[src/rtl/fpsb_pkg.sv]
package fpsb_pkg;

    typedef enum logic [2:0] {
        CLS_SP_ARITH = 3'd0,
        CLS_SP_DIV   = 3'd1,
        CLS_DP_ARITH = 3'd2,
        CLS_DP_CONV  = 3'd3,
        CLS_DP_DIV   = 3'd4,
        CLS_IMUL     = 3'd5,
        CLS_STAT_LD  = 3'd6,
        CLS_NONE     = 3'd7
    } op_e;

    // One bit per shared resource held in a given future cycle.
    typedef struct packed {
        logic mb;   // multiplier sub-unit B
        logic ma;   // multiplier sub-unit A
        logic f3;   // iterative stage
        logic f2;   // rounding stage
        logic f1;   // main stage
        logic f0;   // entry stage
    } res_t;

    // Deepest offset any class reserves.
    localparam int MAX_SPAN = 23;

    function automatic logic [4:0] op_latency(input op_e c);
        logic [4:0] l;
        case (c)
            CLS_SP_ARITH: l = 5'd3;
            CLS_SP_DIV:   l = 5'd12;
            CLS_DP_ARITH: l = 5'd8;
            CLS_DP_CONV:  l = 5'd4;
            CLS_DP_DIV:   l = 5'd25;
            CLS_IMUL:     l = 5'd4;
            CLS_STAT_LD:  l = 5'd4;
            default:      l = 5'd0;
        endcase
        return l;
    endfunction

    // Resources held by class c at offset o (1 = first cycle after issue).
    function automatic res_t op_slot(input op_e c, input int o, input logic use_b);
        res_t r;
        r = '0;
        case (c)
            CLS_SP_ARITH: begin
                if (o == 1) begin r.f0 = 1'b1; r.f1 = 1'b1; end
                if (o == 2) r.f2 = 1'b1;
            end
            CLS_SP_DIV: begin
                if (o >= 1 && o <= 10) r.f3 = 1'b1;
                if (o == 1) begin r.f0 = 1'b1; r.f1 = 1'b1; end
                if (o == 2 || o == 11) r.f2 = 1'b1;
                if (o == 10) r.f1 = 1'b1;
            end
            CLS_DP_ARITH: begin
                if (o >= 1 && o <= 6) r.f1 = 1'b1;
                if (o == 1) r.f0 = 1'b1;
                if (o >= 2 && o <= 7) r.f2 = 1'b1;
            end
            CLS_DP_CONV: begin
                if (o == 1 || o == 2) r.f1 = 1'b1;
                if (o == 1) r.f0 = 1'b1;
                if (o == 2 || o == 3) r.f2 = 1'b1;
            end
            CLS_DP_DIV: begin
                if (o >= 1 && o <= 22) r.f3 = 1'b1;
                if (o == 1) r.f0 = 1'b1;
                if (o == 1 || o == 2 || (o >= 20 && o <= 22)) r.f1 = 1'b1;
                if (o == 2 || o == 3 || o == 21 || o == 22 || o == 23) r.f2 = 1'b1;
            end
            CLS_IMUL: begin
                if (o >= 1 && o <= 4) begin
                    r.ma = !use_b;
                    r.mb = use_b;
                end
                if (o == 5) r.f2 = 1'b1;
            end
            CLS_STAT_LD: begin
                if (o >= 2 && o <= 4) r.f1 = 1'b1;
            end
            default: r = '0;
        endcase
        return r;
    endfunction

endpackage

[src/rtl/fpsb_pattern.sv]
module fpsb_pattern
    import fpsb_pkg::*;
#(
    parameter int DEPTH = 32
) (
    input  op_e                  cls,
    input  logic                 use_b,
    output res_t [DEPTH-1:0]     pat
);
    // Slot g holds the resources for offset g+1.
    for (genvar g = 0; g < DEPTH; g++) begin : g_slot
        assign pat[g] = op_slot(cls, g + 1, use_b);
    end
endmodule

[src/rtl/fpsb_clash.sv]
module fpsb_clash
    import fpsb_pkg::*;
#(
    parameter int DEPTH = 32
) (
    input  res_t [DEPTH-1:0] pat,
    input  res_t [DEPTH-1:0] win,
    output logic             hit
);
    logic [DEPTH-1:0] hit_v;

    for (genvar g = 0; g < DEPTH; g++) begin : g_cmp
        // Same resource twice, or a multiplier sub-unit against the main stage.
        assign hit_v[g] = (|(pat[g] & win[g]))
                        | (pat[g].f1 & (win[g].ma | win[g].mb))
                        | ((pat[g].ma | pat[g].mb) & win[g].f1);
    end

    assign hit = |hit_v;
endmodule

[src/rtl/fpsb_sched.sv]
module fpsb_sched
    import fpsb_pkg::*;
#(
    parameter int DEPTH = 32,
    parameter int LAT_W = 5
) (
    input  logic             clk,
    input  logic             rst_n,
    input  logic             req_valid,
    input  logic [2:0]       req_class,
    output logic             grant,
    output logic [LAT_W-1:0] latency
);
    localparam int TOP = DEPTH - 1;

    typedef struct packed {
        res_t [DEPTH-1:0] win;   // win[i] = resources held at offset i+1
    } state_t;

    state_t st_d, st_q;

    op_e              cls;
    res_t [DEPTH-1:0] pat_a, pat_b, pat_sel;
    logic             hit_a, hit_b, legal;

    assign cls = op_e'(req_class);

    fpsb_pattern #(.DEPTH(DEPTH)) u_pat_a (.cls(cls), .use_b(1'b0), .pat(pat_a));
    fpsb_pattern #(.DEPTH(DEPTH)) u_pat_b (.cls(cls), .use_b(1'b1), .pat(pat_b));

    fpsb_clash #(.DEPTH(DEPTH)) u_clash_a (.pat(pat_a), .win(st_q.win), .hit(hit_a));
    fpsb_clash #(.DEPTH(DEPTH)) u_clash_b (.pat(pat_b), .win(st_q.win), .hit(hit_b));

    always_comb begin
        legal   = (cls != CLS_NONE);
        // Patterns differ only for the multiply, so hit_a == hit_b elsewhere.
        grant   = req_valid && legal && !(hit_a && hit_b);
        pat_sel = hit_a ? pat_b : pat_a;
        latency = grant ? LAT_W'(op_latency(cls)) : '0;

        st_d = st_q;
        for (int i = 0; i < DEPTH; i++) begin
            // After the edge, today's offset i+2 becomes offset i+1.
            if (i < TOP) begin
                st_d.win[i] = st_q.win[i+1] | (grant ? pat_sel[i+1] : res_t'('0));
            end else begin
                st_d.win[i] = '0;
            end
        end
    end

    always_ff @(posedge clk or negedge rst_n) begin
        if (!rst_n) begin
            st_q <= '0;
        end else begin
            st_q <= st_d;
        end
    end
endmodule

[config.mk]
export PLATFORM = sky130hd
export DESIGN_NAME = fpsb_sched
export DESIGN_NICKNAME = d
export VERILOG_FILES = /design/src/rtl/fpsb_pkg.sv /design/src/rtl/fpsb_pattern.sv /design/src/rtl/fpsb_clash.sv /design/src/rtl/fpsb_sched.sv
export SDC_FILE = /design/constraint.sdc
export NUM_CORES = 1
export LEC_CHECK = 0
export BUFFER_PORTS_ARGS = -buffer_cell sky130_fd_sc_hd__buf_2
export CAP_MARGIN = 15
export CORE_MARGIN = 2
export CORE_UTILIZATION = 36
export CTS_CLUSTER_SIZE = 25
export DETAILED_ROUTE_END_ITERATION = 10
export PLACE_DENSITY_LB_ADDON = 0.3
export SYNTH_ARGS = -nofsm -noshare
export SYNTH_HDL_FRONTEND = slang
export SYNTH_SLANG_ARGS = --single-unit
[constraint.sdc]
create_clock -name clk -period 6 [get_ports clk]
set_input_delay 0.6 -clock clk [delete_from_list [all_inputs] [get_ports clk]]
set_output_delay 0.6 -clock clk [all_outputs]
set_load 0.05 [all_outputs]
-- Yosys cells after proc, flatten, opt, wreduce, memory -nomap -nowiden
Cells that the tools add are included.
- equal/unequal tests: 7
- multiplexer cells: 39
- bitwise gates (word level): 109
- reductions and logical operators: 28
- operators by type and width (cell ; count):
    OR reduction 88 bit ; 2
    bitwise AND 4 x 6 -> 6 bit ; 18
    bitwise OR 6 x 4 -> 6 bit ; 18
    OR reduction 6 bit ; 14
    two-way mux 4 bit ; 18
    bitwise OR 6 x 1 -> 6 bit, second input constant ; 7
    bitwise OR 1 bit ; 33
    one-hot mux 5 bit (5 select lines) ; 1
    bitwise AND 5 x 6 -> 6 bit ; 4
    bitwise AND 6 bit ; 4
    two-way mux 24 bit ; 1
    bitwise AND 1 bit ; 18
    two-way mux 6 bit ; 3
    bitwise OR 6 bit ; 3
    two-way mux 1 bit ; 10
    == test 3 bit, second input constant ; 3
    bitwise AND 3 x 6 -> 6 bit ; 1
    == test 3 x 2 -> 1 bit, second input constant ; 2
    two-way mux 2 bit ; 3
    two-way mux 3 bit ; 2
    bitwise OR 6 x 1 -> 6 bit, both inputs constant ; 1
    bitwise OR 6 x 3 -> 6 bit ; 1
    OR reduction 2 bit ; 3
    OR reduction 3 bit ; 2
    9 further kinds ; 11
- output and inout port bits: 6
- word-level logic and storage cells: 363
- flip-flop bits (word level): 180

-- Longest topological paths before layout
- word-level depth: 13
- gate-level depth with buffers: 9
- gate-level depth less buffers: 5

-- By module
A second synthesis with hierarchy kept.
- cell total of the unflattened synthesis: 1547
- area total of the unflattened synthesis: 14958.1 µm²
- by module, submodules not included (module ; times used ; area an instance (µm²) ; cells each):
    fpsb_sched ; 1 ; 9643.0 ; 817
    fpsb_pattern ; 2 ; 1468.9 ; 200
    fpsb_clash ; 2 ; 1188.6 ; 165

-- Worst setup path after synthesis
Ideal clock, no wire load.
- path type: in2out
- from: input port req_class[0]
- to: output port grant
- stages on the path: 7
- path slack: 2.419 ns
- arrival time: 2.981 ns
- path buffers: 2
- required time: 5.400 ns
- cells stage by stage: buf_6 > mux2_4 > a221o_1 > a221oi_2 > buf_4 > inv_2 > nor3_1
- word-level cells in the longest chain between the ends: 11
- ends and longest elaborated chain (element ; line ; text):
    start: declaration ; fpsb_sched.sv:10 ; input logic [2:0] req_class,
    == test 3 x 2 -> 1 bit, or another cell as far along ; fpsb_pkg.sv:46 ; case (c)
    OR reduction 5 bit (no source line), or another cell as far along ; - ;
    two-way mux 2 bit / two-way mux 1 bit (equally long branches) ; - ;
    bitwise AND 5 x 6 -> 6 bit / bitwise AND 6 bit (equally long branches) ; fpsb_clash.sv:14 ; assign hit_v[g] = (|(pat[g] & win[g]))
    OR reduction 6 bit ; fpsb_clash.sv:14 ;
    bitwise OR 1 bit ; fpsb_clash.sv:15 ; | (pat[g].f1 & (win[g].ma | win[g].mb))
    bitwise OR 1 bit ; fpsb_clash.sv:16 ; | ((pat[g].ma | pat[g].mb) & win[g].f1);
    OR reduction 88 bit ; fpsb_clash.sv:19 ; assign hit = |hit_v;
    logical AND 1 bit ; fpsb_sched.sv:37 ; grant = req_valid && legal && !(hit_a && hit_b);
    zero test 1 bit ; fpsb_sched.sv:37 ;
    logical AND 1 bit * ; fpsb_sched.sv:37 ;
    end: declaration ; fpsb_sched.sv:11 ; output logic grant,
Every way passes the cells marked *; elsewhere a longest branch is shown, timed or not.

-- Worst setup path after layout
- from: input port req_class[0]
- to: output port latency[4]
- word-level cells in the longest chain between the ends: 12
- ends and longest elaborated chain (element ; line ; text):
    == test 3 x 2 -> 1 bit, or another cell as far along ; fpsb_pkg.sv:29, fpsb_pkg.sv:46 ;
    OR reduction 5 bit (no source line), or another cell as far along ; - ;
    two-way mux 2 bit / two-way mux 1 bit (equally long branches) ; - ;
    bitwise AND 5 x 6 -> 6 bit / bitwise AND 6 bit (equally long branches) ; fpsb_clash.sv:14 ;
    OR reduction 6 bit ; fpsb_clash.sv:14 ;
    bitwise OR 1 bit ; fpsb_clash.sv:15 ;
    bitwise OR 1 bit ; fpsb_clash.sv:16 ;
    OR reduction 88 bit ; fpsb_clash.sv:19 ;
    logical AND 1 bit ; fpsb_sched.sv:37 ;
    zero test 1 bit ; fpsb_sched.sv:37 ;
    logical AND 1 bit ; fpsb_sched.sv:37 ;
    two-way mux 5 bit * ; fpsb_sched.sv:39 ; latency = grant ? LAT_W'(op_latency(cls)) : '0;
    end: declaration ; fpsb_sched.sv:12 ; output logic [LAT_W-1:0] latency
Marks and branches as above.

==> summary.txt <==
First-pass GRT wire length -> 6820 um
Initial DRC count -> 113
Worst Skew -> 0.00887 ns
Startpoint types -> input port
Most common cell after layout, fill and taps aside -> dfrtp_1
Layout cell share with drive strength beyond 1 -> 19.7%
Placed cell areas -> 2170 sq um
Area grow syn2layout -> 11.9%
Switching share of power -> 32.5%
Period utilisation layout -> 63.6%
Cell Rows -> 27
Routed vias/inst -> 5.12
Grt ovf -> 0
Status -> finished clean
Nets@finish -> 193
Synth Area in Compound Gates -> 20.3%
CTS Buf Count -> 5
Number of flip-flops in the largest register -> 48
Post-layout min period -> 3.82 ns
WL/cell -> 15.4 um
Post-Route WL -> 4010 um
Post-route worst setup slack -> 2.18 ns
Htree depth -> 2
Post-synthesis adder-cell area fraction -> 0%
Cell area after layout -> 2310 sq um
YS warnings -> 0
Hold buffers post-CTS -> 0
Initial core utilization -> 37.3%
Fmax -> 262 MHz
RSZ-0062 raised after global routing -> no
Clock Sinks -> 48
DIE HEIGHT -> 79.8 um
FF-to-FF path depth -> 5
Pin count of the biggest net entering global routing -> 49
Initial antenna violation count -> 0
Largest family of logic cells by synthesized area -> compound AO/OA/AOI/OAI gates
Register area share after synthesis -> 58.1%
Synth cell types -> 37
Final Hold Viols -> 0
Slew headroom -> 30.0%
Seq pwr share -> 45.8%
DR pass1 iterations -> 4
Hold Crit Class -> input port to asynchronous set/reset pin
Synth Area in XOR/XNOR -> 0.424%
Crit path kind -> input port to primary output
LEAKAGE -> 1.06 nW
Buffers on Ports -> 11
Worst-Skew Late Latency -> 0.30 ns
Slew Limit Fails -> 0
Final setup violating endpoints -> 0
Mapped Area -> 2070 sq um
Tot GR Track Use -> 14.2%
DP HPWL -> 2650 um
Combinational fraction of design power -> 28.3%
Peak supply drop -> 165 uV
CP required -> 5.40 ns
Clock tree buffer depth -> 2
Num ports -> 12
Clock root cell -> clkbuf_8
Syn_area_per_cell -> 11.5 sq um
Psw -> 0.311 mW
Via count -> 1332
Worst path arrival time -> 3.22 ns
Setup_tns -> 0 ns
CTS tree -> done
Most frequent cells in the layout -> dfrtp_1, o21bai_1, nor2_1
CTS clk-pin slew, worst paths -> 0.09 ns
Simple logic cell fraction of the synthesized area -> 16.5%
GPL Wtd Cong -> 0.773
Max Cap Viol -> 0
Int Power -> 0.646 mW
PD cells -> 414 nW/um^2
Fillers -> 547
Cells after Synth -> 179
Pre-CTS setup slack -> 2.21 ns
Vias in the first global route -> 1353
Biggest register -> st_q
Total chip power -> 0.958 mW
Die Area -> 6360 sq um
Core area -> 5540 sq um
Die Width -> 79.8 um
Worst hold margin -> 0.192 ns
Syn nets -> 185
CP Max Fanout -> 18
Clock power share -> 25.9%
Yosys reg bits -> 48
Antenna Cells -> 0
Post_cts resized -> 0
Worst Setup End Kind -> primary output
# DRC -> 0
Total setup buffers inserted after CTS -> 0
Largest regs -> st_q x48
Multiplexer area fraction after synthesis -> 0.726%
Slew @ Worst Pin -> 1.05 ns
DRT antenna net count -> 0
-- cells in the mapped netlist --
master / number / area share, %
dfrtp_1: 48 / 58
o21bai_1: 24 / 8.7
nor2_1: 13 / 2.4
nand3_1: 9 / 2.2
nor3_1: 8 / 1.9
o21ai_0: 8 / 1.9
a21oi_1: 7 / 1.7
nor2b_1: 7 / 2.1
o21bai_2: 7 / 3.8
buf_2: 5 / 1.2
nand2b_1: 5 / 1.5
clkbuf_1: 4 / 0.73
nand2_1: 4 / 0.73
nor4_1: 4 / 1.2
buf_6: 2 / 1.1
inv_1: 2 / 0.36
or3_1: 2 / 0.61
a221o_1: 1 / 0.48
a221oi_2: 1 / 0.73
a22oi_1: 1 / 0.36
buf_4: 1 / 0.36
inv_2: 1 / 0.18
mux2_4: 1 / 0.73
nand3_2: 1 / 0.48
nand3_4: 1 / 0.85
nand3b_1: 1 / 0.36
nand4_1: 1 / 0.30
nand4b_1: 1 / 0.42
nor4b_2: 1 / 0.73
o2111ai_1: 1 / 0.42
o21a_1: 1 / 0.36
o21bai_4: 1 / 0.91
o221ai_1: 1 / 0.42
o2bb2ai_1: 1 / 0.42
or2_2: 1 / 0.30
or3b_1: 1 / 0.42
xnor2_1: 1 / 0.42
-- kinds of logic (layout without fill, tap and decap cells) --
logic type | count (synthesis) | after routing
simple gates | 60 | 60
mux | 1 | 1
flops | 48 | 48
xor+xnor | 1 | 1
buf+inv | 15 | 24
compound gates | 54 | 54
-- layout make-up --
class                      count  area, sq um  area share, %
timing repair buffer          13         82.6           3.57
sequential                    48         1200           51.9
tap                           72         90.1           3.89
multi-input combinational    116          802           34.7
inverter                       3         11.3          0.487
clock inverter                 1         30.0           1.30
clock buffer                   7         96.3           4.16
-- stage by stage --
step / std cells / util (%)
detailed placement: 251 / 39.1
global route: 260 / 41.8
finish: 260 / 41.8
floorplan: 179 / -
CTS: 259 / 41.4
global placement: 251 / 39.1
-- path summary, 6_finish.rpt --
check / startpoint / endpoint / slack (ns)
max in group asynchronous: rst_n / st_q[68]$_DFF_PN0_ / 5.31
min reg2reg: st_q[74]$_DFF_PN0_ / st_q[68]$_DFF_PN0_ / 0.35
min in group clk: st_q[74]$_DFF_PN0_ / st_q[68]$_DFF_PN0_ / 0.35
min: rst_n / st_q[15]$_DFF_PN0_ / 0.19
max reg2reg: st_q[19]$_DFF_PN0_ / st_q[99]$_DFF_PN0_ / 3.32
max: req_class[0] / latency[4] / 2.18
-- routing by layer --
layer | track usage [%] | up-vias | wire length (um)
li1 | - | 646 | -
met1 | 21.4 | 658 | 2020
met2 | 19.8 | 23 | 1750
met3 | 3.28 | 5 | 172
met4 | 5.08 | 0 | 59
met5 | 0 | - | 0
-- power by group through the flow --
stage,sequential [mW],clock [mW],combinational (mW)
finish,0.438,0.248,0.271
global route,0.449,0.273,0.301
CTS,0.440,0.260,0.272
detailed placement,0.444,0,0.272
global placement,0.444,0,0.271
floorplan,0.429,0,0.213
-- critical path: stages --
cell and delay, ns:
buf_2 0.26, mux2_4 0.33, a221o_1 0.35, a221oi_2 0.81, nand3_4 0.40, nor2_1 0.17, buf_2 0.28
Note: power is estimated with default switching activity, not from simulation.
